## config.mk

```make
export PLATFORM = sky130hd
export DESIGN_NAME = hist_rollback_buf
export DESIGN_NICKNAME = d
export VERILOG_FILES = /design/src/rtl/hrb_pkg.sv /design/src/rtl/hrb_flags.sv /design/src/rtl/hrb_lookup.sv /design/src/rtl/hrb_payload_ram.sv /design/src/rtl/hist_rollback_buf.sv
export SDC_FILE = /design/constraint.sdc
export NUM_CORES = 1
export LEC_CHECK = 0
export BUFFER_PORTS_ARGS = -buffer_cell sky130_fd_sc_hd__buf_2
export CORE_ASPECT_RATIO = 0.5
export CORE_UTILIZATION = 57
export CTS_BUF_LIST = sky130_fd_sc_hd__clkbuf_4
export DETAILED_ROUTE_END_ITERATION = 10
export GPL_TIMING_DRIVEN = 0
export PLACE_DENSITY_LB_ADDON = 0.1
export SLEW_MARGIN = 30
export SYNTH_ARGS = -nofsm -noshare
export SYNTH_HDL_FRONTEND = slang
export SYNTH_SLANG_ARGS = --single-unit
export TNS_END_PERCENT = 30
```

## constraint.sdc

```tcl
create_clock -name clk -period 4.8 [get_ports clk]
set_input_delay 0.24 -clock clk [delete_from_list [all_inputs] [get_ports clk]]
set_output_delay 0.24 -clock clk [all_outputs]
set_load 0.03 [all_outputs]
```

## src/rtl/hrb_pkg.sv

```systemverilog
package hrb_pkg;

  // Walk controller state: normal operation or rollback in progress.
  typedef enum logic {
    RB_IDLE = 1'b0,
    RB_WALK = 1'b1
  } rb_state_e;

endpackage

```

## src/rtl/hrb_flags.sv

```systemverilog
// Per-slot control bits kept in flops so that every slot can be searched
// and cleared in the same cycle.
module hrb_flags #(
  parameter int DEPTH = 8,
  parameter int TAG_W = 4
) (
  input  logic                       clk,
  input  logic                       rst,
  input  logic                       wr_en,
  input  logic [$clog2(DEPTH)-1:0]   wr_idx,
  input  logic [TAG_W-1:0]           wr_tag,
  input  logic                       wr_has_dst,
  input  logic                       done_en,
  input  logic [$clog2(DEPTH)-1:0]   done_idx,
  input  logic [DEPTH-1:0]           clr_mask,
  output logic [DEPTH-1:0]           valid_o,
  output logic [DEPTH-1:0]           done_o,
  output logic [DEPTH-1:0]           hasdst_o,
  output logic [TAG_W-1:0]           tag_o [DEPTH]
);
  localparam int IDX_W = $clog2(DEPTH);

  for (genvar g = 0; g < DEPTH; g++) begin : g_slot
    always_ff @(posedge clk) begin
      if (rst) begin
        valid_o[g]  <= 1'b0;
        done_o[g]   <= 1'b0;
        hasdst_o[g] <= 1'b0;
      end else begin
        if (done_en && done_idx == IDX_W'(g)) done_o[g] <= 1'b1;
        if (clr_mask[g]) begin
          valid_o[g] <= 1'b0;
          done_o[g]  <= 1'b0;
        end
        if (wr_en && wr_idx == IDX_W'(g)) begin
          valid_o[g]  <= 1'b1;
          done_o[g]   <= 1'b0;
          hasdst_o[g] <= wr_has_dst;
        end
      end
    end

    always_ff @(posedge clk) begin
      if (wr_en && wr_idx == IDX_W'(g)) tag_o[g] <= wr_tag;
    end
  end

endmodule

```

## src/rtl/hrb_lookup.sv

```systemverilog
// Associative search of the live tags; tags of live entries are unique.
module hrb_lookup #(
  parameter int DEPTH = 8,
  parameter int TAG_W = 4
) (
  input  logic [DEPTH-1:0]           valid_i,
  input  logic [TAG_W-1:0]           tag_i [DEPTH],
  input  logic [TAG_W-1:0]           key,
  output logic                       hit,
  output logic [$clog2(DEPTH)-1:0]   idx
);
  localparam int IDX_W = $clog2(DEPTH);

  always_comb begin
    hit = 1'b0;
    idx = '0;
    for (int i = DEPTH - 1; i >= 0; i--) begin
      if (valid_i[i] && tag_i[i] == key) begin
        hit = 1'b1;
        idx = IDX_W'(i);
      end
    end
  end

endmodule

```

## src/rtl/hrb_payload_ram.sv

```systemverilog
// Simple dual-port storage for destination index and old value,
// written at issue and read synchronously by the rollback walker.
module hrb_payload_ram #(
  parameter int DEPTH = 8,
  parameter int WIDTH = 37
) (
  input  logic                       clk,
  input  logic                       we,
  input  logic [$clog2(DEPTH)-1:0]   waddr,
  input  logic [WIDTH-1:0]           wdata,
  input  logic [$clog2(DEPTH)-1:0]   raddr,
  output logic [WIDTH-1:0]           rdata
);
  logic [WIDTH-1:0] mem [DEPTH];

  always_ff @(posedge clk) begin
    if (we) mem[waddr] <= wdata;
  end

  always_ff @(posedge clk) begin
    rdata <= mem[raddr];
  end

endmodule

```

## src/rtl/hist_rollback_buf.sv

```systemverilog
module hist_rollback_buf
  import hrb_pkg::*;
#(
  parameter int DEPTH  = 8,
  parameter int TAG_W  = 4,
  parameter int REG_W  = 5,
  parameter int DATA_W = 32
) (
  input  logic              clk,
  input  logic              rst,
  input  logic              iss_valid,
  output logic              iss_ready,
  input  logic [TAG_W-1:0]  iss_tag,
  input  logic              iss_has_dst,
  input  logic [REG_W-1:0]  iss_dst,
  input  logic [DATA_W-1:0] iss_old,
  input  logic              cmp_valid,
  input  logic [TAG_W-1:0]  cmp_tag,
  input  logic              exc_valid,
  input  logic [TAG_W-1:0]  exc_tag,
  output logic              ret0_valid,
  output logic [TAG_W-1:0]  ret0_tag,
  output logic              ret1_valid,
  output logic [TAG_W-1:0]  ret1_tag,
  output logic              restore_valid,
  output logic [REG_W-1:0]  restore_reg,
  output logic [DATA_W-1:0] restore_data,
  output logic              rollback_done
);
  localparam int IDX_W = $clog2(DEPTH);
  localparam int CNT_W = $clog2(DEPTH + 1);
  localparam int PAY_W = REG_W + DATA_W;

  function automatic logic [IDX_W-1:0] ring_next(input logic [IDX_W-1:0] p);
    return (p == IDX_W'(DEPTH - 1)) ? '0 : p + IDX_W'(1);
  endfunction

  function automatic logic [IDX_W-1:0] ring_prev(input logic [IDX_W-1:0] p);
    return (p == '0) ? IDX_W'(DEPTH - 1) : p - IDX_W'(1);
  endfunction

  // Number of slots from 'from' up to (not including) 'to', going forward.
  function automatic logic [CNT_W-1:0] span(input logic [IDX_W-1:0] from,
                                            input logic [IDX_W-1:0] to);
    if (to >= from) return CNT_W'(to - from);
    return CNT_W'(DEPTH) - CNT_W'(from) + CNT_W'(to);
  endfunction

  // Queue pointers and walk state
  logic [IDX_W-1:0] head, tail, ptr, stop, head1;
  logic [CNT_W-1:0] count, n_ret;
  rb_state_e        state;

  // Slot status
  logic [DEPTH-1:0] slot_v, slot_d, slot_h, clr_mask;
  logic [TAG_W-1:0] slot_tag [DEPTH];

  // Decisions for this cycle
  logic             walking, full, iss_fire, exc_take, ret_ok, r0, r1, done_en;
  logic             exc_hit, cmp_hit;
  logic [IDX_W-1:0] exc_idx, cmp_idx;
  logic [PAY_W-1:0] ram_rd;

  assign walking   = (state == RB_WALK);
  assign full      = (count == CNT_W'(DEPTH));
  assign iss_ready = !full && !walking && !exc_valid;
  assign iss_fire  = iss_valid && iss_ready;
  assign exc_take  = exc_valid && exc_hit && !walking;
  assign head1     = ring_next(head);

  // Retirement uses the done bits as they stand before this edge.
  assign ret_ok = !walking && !exc_take;
  assign r0     = ret_ok && slot_v[head] && slot_d[head];
  assign r1     = r0 && slot_v[head1] && slot_d[head1];
  assign n_ret  = CNT_W'(r0) + CNT_W'(r1);

  assign done_en = cmp_valid && cmp_hit && !slot_d[cmp_idx];

  always_comb begin
    clr_mask = '0;
    if (r0)      clr_mask[head]  = 1'b1;
    if (r1)      clr_mask[head1] = 1'b1;
    if (walking) clr_mask[ptr]   = 1'b1;
  end

  hrb_flags #(.DEPTH(DEPTH), .TAG_W(TAG_W)) u_flags (
    .clk        (clk),
    .rst        (rst),
    .wr_en      (iss_fire),
    .wr_idx     (tail),
    .wr_tag     (iss_tag),
    .wr_has_dst (iss_has_dst),
    .done_en    (done_en),
    .done_idx   (cmp_idx),
    .clr_mask   (clr_mask),
    .valid_o    (slot_v),
    .done_o     (slot_d),
    .hasdst_o   (slot_h),
    .tag_o      (slot_tag)
  );

  hrb_lookup #(.DEPTH(DEPTH), .TAG_W(TAG_W)) u_exc_find (
    .valid_i (slot_v),
    .tag_i   (slot_tag),
    .key     (exc_tag),
    .hit     (exc_hit),
    .idx     (exc_idx)
  );

  hrb_lookup #(.DEPTH(DEPTH), .TAG_W(TAG_W)) u_cmp_find (
    .valid_i (slot_v),
    .tag_i   (slot_tag),
    .key     (cmp_tag),
    .hit     (cmp_hit),
    .idx     (cmp_idx)
  );

  hrb_payload_ram #(.DEPTH(DEPTH), .WIDTH(PAY_W)) u_payload (
    .clk   (clk),
    .we    (iss_fire),
    .waddr (tail),
    .wdata ({iss_dst, iss_old}),
    .raddr (ptr),
    .rdata (ram_rd)
  );

  assign restore_reg  = ram_rd[PAY_W-1 -: REG_W];
  assign restore_data = ram_rd[DATA_W-1:0];

  always_ff @(posedge clk) begin
    if (rst) begin
      head          <= '0;
      tail          <= '0;
      ptr           <= '0;
      stop          <= '0;
      count         <= '0;
      state         <= RB_IDLE;
      ret0_valid    <= 1'b0;
      ret0_tag      <= '0;
      ret1_valid    <= 1'b0;
      ret1_tag      <= '0;
      restore_valid <= 1'b0;
      rollback_done <= 1'b0;
    end else begin
      ret0_valid    <= r0;
      ret0_tag      <= slot_tag[head];
      ret1_valid    <= r1;
      ret1_tag      <= slot_tag[head1];
      restore_valid <= walking && slot_h[ptr];
      rollback_done <= 1'b0;

      if (!walking) begin
        if (exc_take) begin
          state <= RB_WALK;
          ptr   <= ring_prev(tail);
          stop  <= exc_idx;
        end else begin
          if (r1)      head <= ring_next(head1);
          else if (r0) head <= head1;
          if (iss_fire) tail <= ring_next(tail);
          count <= count + CNT_W'(iss_fire) - n_ret;
        end
      end else begin
        if (ptr == stop) begin
          state         <= RB_IDLE;
          rollback_done <= 1'b1;
          tail          <= stop;
          count         <= span(head, stop);
        end else begin
          ptr <= ring_prev(ptr);
        end
      end
    end
  end

endmodule

```

Word level (Yosys, flattened, before mapping)
Memories as Yosys holds them, arrays and structs flattened. A register that Yosys moved wholly into a read port is not among the register bits.
Cells that the tools add are included.
{"block": "totals", "ff_bits": 85, "latch_bits": 0, "ramBits": 296, "mem_bits_ro": 0, "inputBits": 55, "output_inout_bits": 50, "elab_cells": 294, "n_memories": 1}
{"memory": "u_payload.mem", "depth": 8, "width": 37, "rd": 1, "rd_ports_with_merged_regs": 1, "write_ports": 1, "line": "hrb_payload_ram.sv:14", "source": "logic [WIDTH-1:0] mem [DEPTH];"}
{"block": "classes", "addsub": 11, "multipliers": 0, "div_mod_pow": 0, "order_cmp": 10, "n_eq_ne": 37, "shifts": 0, "mux": 104, "n_bitwise": 6, "n_reduce_logical": 81}
{"operator": "$mux 3", "n": 30}
{"operator": "$eq 4x4->1", "n": 16}
{"operator": "$mux 1", "n": 51}
{"operator": "$logic_and 1x1->1", "n": 48}
{"operator": "$mux 4", "n": 9}
{"operator": "$eq 3x3->1 const B", "n": 10}
{"operator": "$bmux 4 s3", "n": 2}
{"operator": "$mux 8", "n": 3}
{"operator": "$reduce_or 3->1", "n": 8}
{"operator": "$reduce_bool 2->1", "n": 11}
{"operator": "$bmux 1 s3", "n": 6}
{"operator": "$lt 3x4->1 const B", "n": 4}
{"operator": "$or 8x8->8", "n": 2}
{"operator": "$eq 3x2->1 const B", "n": 4}
{"operator": "$add 3x1->3 const B", "n": 3}
{"operator": "$demux 1 s3", "n": 3}
{"operator": "$ge 3x1->1 const B", "n": 3}
{"operator": "$logic_not 3->1", "n": 3}
{"operator": "$ge 4x4->1 const B", "n": 2}
{"operator": "$not 3->4", "n": 2}
{"operator": "$eq 3x1->1 const B", "n": 2}
{"operator": "$reduce_and 2->1", "n": 3}
{"operator": "$reduce_and 3->1", "n": 2}
{"operator": "$sub 3x1->3 const B", "n": 2}
{"operator": "14 further kinds", "n": 20}

Logic depth before layout (Yosys ltp)
Gate-level depths: netlist (run 1).
{"block": "depth", "depth_word": 23, "depth_mapped": 18, "depth_no_buf": 17}

Hierarchy
Synthesis (run 1) repeated with hierarchy kept, for this count alone.
{"block": "unflattened", "cells_unflattened": 1071, "area_unflattened_um2": 17807.1}
{"mod": "hrb_payload_ram", "instances": 1, "cells_per_inst": 477, "area_each_um2": 11906.4, "seq_area_each_um2": 9629.2}
{"mod": "hist_rollback_buf", "instances": 1, "cells_per_inst": 333, "area_each_um2": 2841.5, "seq_area_each_um2": 580.6}
{"mod": "hrb_flags", "instances": 1, "cells_per_inst": 131, "area_each_um2": 1963.1, "seq_area_each_um2": 1441.4}
{"mod": "hrb_lookup", "instances": 2, "cells_per_inst": 65, "area_each_um2": 548.0, "seq_area_each_um2": 0.0}

Least setup slack after synthesis (run 1)
Ideal clock, no wire load.
{"block": "synth_path", "kind": "reg2reg", "from": "register count[2]", "to": "memory u_payload.mem[0][0], enable pin", "setup_time_ns": 0.525, "arrival_time_ns": 5.327, "t_required_ns": 4.275, "slack_ns": -1.052, "stages_incl_launch_ff": 6, "n_path_buf": 0, "synth_period_minus_slack_ns": 5.852, "cell_sequence": "dfxtp_1 > inv_1 > ha_1 > a211oi_1 > nand2_1 > nor4_1"}
{"block": "synth_via", "elab_chain_cells": 7}
{"item": "start, declared", "line": "hist_rollback_buf.sv:51", "source": "logic [CNT_W-1:0] count, n_ret;"}
{"item": "start signal, assigned", "line": "hist_rollback_buf.sv:161", "source": "count <= count + CNT_W'(iss_fire) - n_ret;"}
{"item": "start signal, assigned", "line": "hist_rollback_buf.sv:168", "source": "count <= span(head, stop);"}
{"item": "$eq 4x4->1", "line": "hist_rollback_buf.sv:65", "source": "assign full = (count == CNT_W'(DEPTH));"}
{"item": "$logic_not 1->1", "line": "hist_rollback_buf.sv:66", "source": "assign iss_ready = !full && !walking && !exc_valid;"}
{"item": "$logic_and 1x1->1 (2 in a row)", "line": "hist_rollback_buf.sv:66"}
{"item": "via iss_ready", "line": "hist_rollback_buf.sv:12", "source": "output logic iss_ready,"}
{"item": "$logic_and 1x1->1", "line": "hist_rollback_buf.sv:67", "source": "assign iss_fire = iss_valid && iss_ready;"}
{"item": "$mux 1", "line": "hrb_payload_ram.sv:17", "source": "if (we) mem[waddr] <= wdata;"}
{"item": "$mux 1 (implied by the code)", "line": "hrb_payload_ram.sv:17"}
{"item": "end, declared", "line": "hrb_payload_ram.sv:14"}
The timed path passes the listed nets, and every way through them passes these cells.

Final worst setup path (run 1)
{"block": "layout_path", "from": "register head[1]", "to": "register count[2]"}
{"block": "layout_via", "elab_chain_cells": 10, "word_cells_on_any_way": 30, "classes_between": "add/sub (6); order compare (1); eq/ne (1); mux (18); reduce/logical (4)"}
{"item": "start, declared", "line": "hist_rollback_buf.sv:50", "source": "logic [IDX_W-1:0] head, tail, ptr, stop, head1;"}
{"item": "start signal, assigned", "line": "hist_rollback_buf.sv:158", "source": "if (r1) head <= ring_next(head1);"}
{"item": "$add 3x1->3 (tied with other cells)", "line": "hist_rollback_buf.sv:35", "source": "return (p == IDX_W'(DEPTH - 1)) ? '0 : p + IDX_W'(1);"}
{"item": "$mux 3 or $mux 1 (tied branches)", "line": "hist_rollback_buf.sv:35, hist_rollback_buf.sv:73"}
{"item": "$bmux 1 s3 or $logic_and 1x1->1 (tied branches)", "line": "hist_rollback_buf.sv:74, hist_rollback_buf.sv:73"}
{"item": "$mux 1 (implied by the code) or $logic_and 1x1->1 (tied branches)", "line": "hist_rollback_buf.sv:74, hist_rollback_buf.sv:73"}
{"item": "$logic_and 1x1->1 (2 in a row)", "line": "hist_rollback_buf.sv:74", "source": "assign r1 = r0 && slot_v[head1] && slot_d[head1];"}
{"item": "$add 1x1->2", "line": "hist_rollback_buf.sv:75", "source": "assign n_ret = CNT_W'(r0) + CNT_W'(r1);"}
{"item": "$sub 4x2->4", "line": "hist_rollback_buf.sv:161"}
{"item": "$mux 4", "line": "hist_rollback_buf.sv:153", "source": "if (exc_take) begin"}
{"item": "$mux 4 (*)", "line": "hist_rollback_buf.sv:152", "source": "if (!walking) begin"}
Mark *: on every way between the ends. The rest lies on a longest branch, timed or not. The select of a mux whose other input is x is not followed.
A chain may end at the register's enable or synchronous reset.

==> impl_metrics.yaml, run 1 <==
outcome:
  status: "complete, no violations"
placement:
  dpl_cell_area_mm2: 0.0190
  numPortBuffers: 94
  place_ws_ns: 0.633
  hpwl_um: 29500
  place.gp.congestion: 0.926
  place_inst: 1701
clock_tree:
  cts_tree: "built"
  cts_root_buf: "clkbuf_4"
  clkSinkCount: 418
  clk_pin_slew_ns: 0.07
  numCtsBuffers: 90
  clk_latency_ns: 0.81
  cts_buffer_depth: 3
  htree_levels: 3
worst_setup_path:
  arrival_ns: 4.81
  path_cells: "ha_1, ha_1, clkbuf_1, o211ai_1, o21ai_0, nor3_2, nor3_2, ha_1, nor2_1, ha_1, inv_1, ha_1, fa_1, nor2b_1, a2111oi_0, a211oi_1"
  slowest_stage: "nor3_2"
  crit_fanout: 10
  required_ns: 5.40
  end_kind: "flip-flop"
  reg2reg_depth: 16
  start_kind: "flip-flop"
  crit_top_cell: "ha_1"
  crit_type: "reg2reg"
  cpPeakStageDelay_ns: 0.57
pwr:
  pwr-share-comb_pct: 5.8
  switchingPower_uw: 1680
  p_per_area_mw_per_mm2: 348
  p_leak_uw: 0.00724
  vdd_ir_drop_max_mv: 0.259
  pwr-share-seq_pct: 55.9
  switching_share_pct: 23.5
  clkPwrFrac_pct: 38.3
  power.total_uw: 7160
  p_int_uw: 5480
floorplanning:
  io_pins: 105
  die_height_um: 126
  die_w_um: 250
  rows: 44
  start_util_pct: 59.3
  fp.coreArea_mm2: 0.0296
  dieArea_mm2: 0.0316
synth:
  synth-seq-area-share_pct: 66.3
  yosysTopAreaCell: "edfxtp_1"
  syn_avg_cell_area_um2: 14.8
  yosysTopAreaCellShare_pct: 56.1
  synth_area_leaders: "edfxtp_1, dfxtp_1, mux4_2"
  synthFlopType: "edfxtp_1"
  async_flop_share_pct: 0
  synth-edff-count: 328
  syn_area_mm2: 0.0176
  yosys_warnings: 0
  synth_cell_types: 75
  synth_nets: 1262
  yosysMostFrequentCell: "edfxtp_1"
  synthCells: 1184
  synthTopCellsByCount: "edfxtp_1, nand2_1, dfxtp_1"
  synth_seq_cells: 418
sta:
  layout_setup_ws_ns: 0.591
  drv_slew: 0
  max_slew.worst_pin.slew_ns: 0.877
  finalCriticalPeriod_ns: 4.21
  setup_viol: 0
  fin_skew_ns: 0.0716
  period_share_pct: 87.7
  maxSlewHeadroom_pct: 41.0
  finalHoldViolCount: 0
  rsz0062_at_grt: "no"
  clock.fmax_ghz: 0.238
worst_hold_path:
  whs_path_depth: 2
  worst_hold_path_type: "in2reg"
drt:
  drc_errors: 0
  wl_um: 42700
  drt-pass1-iter-count: 5
  vias: 11190
  initialDrtViolationCount: 857
  antenna_left: 0
  wl_per_cell_um: 22.4
  drt-vias-per-instance: 5.86
grt:
  grt_max_degree: 18
  antenna_found_initial: 1
  grt_pass1_vias: 11546
  grt_pass1_wl_um: 66000
  track_usage_pct: 28.1
  overflow: 0
layout:
  final_nets: 1524
  drive_gt1_share_pct: 27.4
  fillers: 2018
  area_growth_pct: 17.2
  final_area_mm2: 0.0206
  fin_cells: 1909
run:
  drv_cap: 0
[power by group through the flow]
stage | Sequential [µW] | Combinational (µW) | Clock [µW]
CTS | 4000 | 416 | 2780
finish | 4000 | 414 | 2740
floorplan | 4130 | 182 | 0
global route | 4010 | 448 | 2960
global placement | 4090 | 363 | 0
detailed placement | 4090 | 385 | 0
[flip-flops by register name, summed over array words and instances, names as in the netlist]
register / count
count: 4
head: 3
ptr: 3
restore_valid: 1
ret0_tag: 4
ret0_valid: 1
ret1_tag: 4
ret1_valid: 1
rollback_done: 1
state: 1
stop: 3
tail: 3
u_flags.done_o: 8
u_flags.hasdst_o: 8
u_flags.tag_o: 32
u_flags.valid_o: 8
u_payload.mem: 296
u_payload.rdata: 37
[area by class of cell]
| type | count | area (µm²) | area share (%) |
|---|---|---|---|
| multi-input combinational | 660 | 5520 | 26.8 |
| clock inverter | 28 | 155 | 0.754 |
| sequential | 418 | 11700 | 56.6 |
| tap | 391 | 489 | 2.38 |
| buffer | 65 | 304 | 1.48 |
| inverter | 41 | 154 | 0.747 |
| antenna | 1 | 2.50 | 0.0122 |
| clock buffer | 135 | 1010 | 4.92 |
| timing repair buffer | 170 | 1300 | 6.32 |
[what timing repair did]
action / CTS / global route
resized for setup: 0 / 0
hold buffers: 44 / 0
setup buffers: 0 / 0
setup endpoints to repair: 0 / 0
endpoints found under the hold margin: 339 / 0
[cell usage in the layout (no fill, tap or decap), drive strengths merged, types with 6 or more instances in the layout]
cell type      n
edfxtp       328
a32oi          6
inv           43
a211oi        13
o22ai         11
nand2        177
o21ai         17
dfxtp         90
nor3          32
clkinv        23
nor4          17
nand3         24
o311ai         7
mux2i         17
xnor2         23
nor2          43
buf          154
dlygate4sd3   44
clkbuf       172
xor2          42
a31oi          9
a21oi         45
mux4          78
ha            20
[kinds of logic after synthesis]
logic type                 synth area share (%)
and+or+nand+nor                            8.69
xor gates and xnor gates                   3.24
adders and majority gates                  1.77
muxes                                      11.2
buffers and inverters                      2.59
AOI/OAI and AO/OA                          6.19
DFF                                        66.3
[per-layer routing]
metal  up-vias  wire (µm)  global-route usage, %
met5         -          0                      0
met4         0        927                   9.42
met3        86       2840                   5.83
met2       458      20600                   46.1
met1      5560      18300                   38.0
li1       5086          -                      -
[worst max-delay path, delay by kind of cell (launching register included)]
kind            cells  cell delay (ns)
fa+ha+maj           6             1.50
simple gates        4             0.96
compound gates      4             0.80
flops               1             0.50
buf+inv             2             0.30
[per-stage QoR]
stage | utilization, % | TNS [ns] | hold WS (ns)
6_report | 69.5 | 0 | 0.0900
5_1_grt | 69.5 | 0 | 0.0559
4_1_cts | 69.5 | 0 | 0.0259
3_5_place_dp | 64.1 | 0 | 0.450
3_3_place_gp | 62.6 | -290.09 | 0.443
2_1_floorplan | - | -5.97 | 0.339
[path summary, 6_finish.rpt]
path | startpoint | to | slack [ns]
max | head[1]$_SDFFE_PP0P_ | count[2]$_SDFFE_PP0N_ | 0.59
max reg2reg | head[1]$_SDFFE_PP0P_ | count[2]$_SDFFE_PP0N_ | 0.59
min | rst | head[0]$_SDFFE_PP0P_ | 0.09
min reg2reg | u_flags.hasdst_o[2]$_SDFFE_PP0P_ | u_flags.hasdst_o[2]$_SDFFE_PP0P_ | 0.46
No activity file was read; power rests on OpenSTA's default activity.
==> run 2: changes to the inputs <==
- SYNTH_HIERARCHICAL: not set -> 1
==> run 2 against run 1 <==
Via count decreased by 4.6%. Area after synthesis grew 1.4%. Setup slack worse by 0.20 ns. Die area increased by 1.4%. Wire length is 2.6% lower. Clock skew fell by 0.0024 ns. Flip-flop and latch count is the same. Cell count shrank 4.2%. Combinational power increased to 2.9 times the previous value. Global-route usage fell by 1.1 points. Critical path type unchanged. Largest power group unchanged.
==> impl_metrics.yaml, run 2 <==
layout:
  layout_common_cells: "edfxtp_1, clkbuf_4, buf_2"
  ff_latch_area_mm2: 0.0117
  area_growth_pct: 17.8
  final_util_pct: 68.8
  final_nets: 1406
  largest_register_ffs: 296
  fillers: 2128
  final_area_mm2: 0.0210
  drive_gt1_share_pct: 32.7
  final_common_cell: "edfxtp_1"
  multiInputGateArea_mm2: 0.00576
  regMostFlops: "u_payload/mem"
  top_regs: "u_payload/mem: 296 flops, u_payload/rdata: 37 flops, u_flags/tag_o: 32 flops"
grt:
  grt_pass1_wl_um: 63800
  track_usage_pct: 27.0
  grt_pass1_vias: 11029
  overflow: 0
  antenna_found_initial: 1
  grt_max_degree: 19
clock_tree:
  clk_pin_slew_ns: 0.08
  clkSinkCount: 418
  cts_tree: "built"
  numCtsBuffers: 91
  cts.repair.resized: 0
  cts_buffer_depth: 3
  htree_levels: 3
  cts_post_setup_buffers_inserted: 0
  cts_root_buf: "clkbuf_4"
  clk_latency_ns: 0.79
synth:
  yosys_warnings: 6
  async_flop_share_pct: 0
  synthFlopType: "edfxtp_1"
  syn_area_mm2: 0.0178
  syn_avg_cell_area_um2: 16.6
  yosysTopAreaCell: "edfxtp_1"
  synth_cell_types: 79
  synthTopCellsByCount: "edfxtp_1, dfxtp_1, mux4_2"
  synth_nets: 1149
  synth-edff-count: 328
  synth_seq_cells: 418
  yosysTopAreaCellShare_pct: 55.3
  yosysMostFrequentCell: "edfxtp_1"
  synthCells: 1071
  synth_area_leaders: "edfxtp_1, mux4_2, dfxtp_1"
  synth-seq-area-share_pct: 65.4
placement:
  numPortBuffers: 96
  place_ws_ns: 0.559
  dpl_cell_area_mm2: 0.0193
  hpwl_um: 28300
  place.gp.congestion: 0.907
worst_setup_path:
  worstSetupEndpoint: "count[3]$_SDFFE_PP0P_"
  end_kind: "flip-flop"
  crit_top_cell: "ha_1"
  path_cells: "ha_1, ha_1, buf_2, nor4b_1, a32o_1, nor3b_2, a21oi_1, ha_1, nor2_1, ha_1, inv_1, ha_1, fa_1, xor2_1, nor2_1, o41ai_1"
  worstSetupStartpoint: "head[1]$_SDFFE_PP0P_"
  start_kind: "flip-flop"
  required_ns: 5.45
  r2r-start: "head[1]$_SDFFE_PP0P_"
  r2r_end: "count[3]$_SDFFE_PP0P_"
  crit_buf_inv: 2
  worst-path-stages: 16
  slowest_stage: "nor4b_1"
  cpPeakStageDelay_ns: 0.74
  rrSetupSlack_ns: 0.39
  crit_type: "reg2reg"
  arrival_ns: 5.05
  reg2reg_depth: 16
  critPathTopFamily: "adder cells"
  crit_fanout: 10
drt:
  drc_errors: 0
  drt-pass1-iter-count: 5
  wl_um: 41600
  wl_per_cell_um: 22.8
  drt-vias-per-instance: 5.84
  antenna_left: 0
  initialDrtViolationCount: 982
  vias: 10679
floorplanning:
  start_util_pct: 58.4
  die_w_um: 252
  die_height_um: 127
  io_pins: 105
  fp.coreArea_mm2: 0.0305
  dieArea_mm2: 0.0320
  rows: 45
sta:
  setup_viol: 0
  finalCriticalPeriod_ns: 4.41
  layout_setup_ws_ns: 0.394
  fin_skew_ns: 0.0692
  whs_ns: 0.252
  finalHoldViolCount: 0
  maxSlewHeadroom_pct: 33.3
  period_share_pct: 91.8
  drv_slew: 0
  rsz0062_at_grt: "no"
  clock.fmax_ghz: 0.227
  max_slew.worst_pin.slew_ns: 0.990
outcome:
  status: "complete, no violations"
run:
  drv_cap: 0
pwr:
  vdd_ir_drop_max_mv: 0.212
  p_leak_uw: 0.00727
  p_per_area_mw_per_mm2: 394
worst_hold_path:
  worst_hold_path_type: "in2reg"
[run 2: power by group]
group	switching, µW	internal, µW	total (µW)	leakage, µW
clock network	1370	1500	2870	0.000739
registers	102	4080	4180	0.00370
logic	730	488	1220	0.00283
total	2210	6070	8270	0.00727
[run 2: timing repair]
item,4_1_cts,5_1_grt
hold buffers,46,0
endpoints found under the setup margin,0,0
hold endpoints to repair,348,0
[run 2: cell families after synthesis]
| kind of cell | after synthesis | share of synthesized area [%] |
|---|---|---|
| compound gates | 118 | 5.01 |
| flops | 418 | 65.4 |
| mux | 150 | 14.8 |
| simple gates | 209 | 6.98 |
| xor+xnor | 68 | 3.43 |
| buf+inv | 85 | 2.59 |
| fa+ha+maj | 23 | 1.74 |
[run 2: area by class of cell]
| cell class | count | area share [%] |
|---|---|---|
| Timing Repair Buffer | 164 | 6.30 |
| Sequential cell | 418 | 55.5 |
| Antenna cell | 1 | 0.0119 |
| Multi-Input combinational cell | 568 | 27.5 |
| Buffer | 54 | 1.64 |
| Clock buffer | 139 | 4.97 |
| Tap cell | 423 | 2.52 |
| Inverter | 31 | 0.554 |
| Clock inverter | 30 | 1.02 |
[run 2: how the worst min path moves through the flow]
stage                                          start                               end  slack, ns  cells past startpoint
detailed placement  u_flags/hasdst_o[7]$_SDFFE_PP0P_  u_flags/hasdst_o[7]$_SDFFE_PP0P_       0.47                      2
floorplan                                 iss_tag[0]        u_flags/tag_o[0]$_DFFE_PP_       0.34                      0
global placement               count[1]$_SDFFE_PP0P_             count[1]$_SDFFE_PP0P_       0.46                      2
CTS                                       exc_tag[2]              stop[0]$_SDFFE_PP0P_       0.15                      8
finish                                   iss_old[21]    u_payload/mem[4][21]$_DFFE_PP_       0.25                      2
global route                             iss_old[31]    u_payload/mem[6][31]$_DFFE_PP_       0.19                      2
[run 2: stage by stage]
stage               setup TNS (ns)  total power, µW  std cells
floorplan                    -6.41             5050       1071
global placement           -205.49             5380       1590
detailed placement               0             5440       1612
CTS                              0             8330       1827
global route                     0             8640       1828
finish                           0             8270       1828
[run 2: routing by layer]
metal,up-vias,routed length (µm),track usage (%)
li1,4801,-,-
met1,5401,17800,36.0
met2,393,20300,44.0
met3,84,2510,6.23
met4,0,1060,9.66
met5,-,0,0
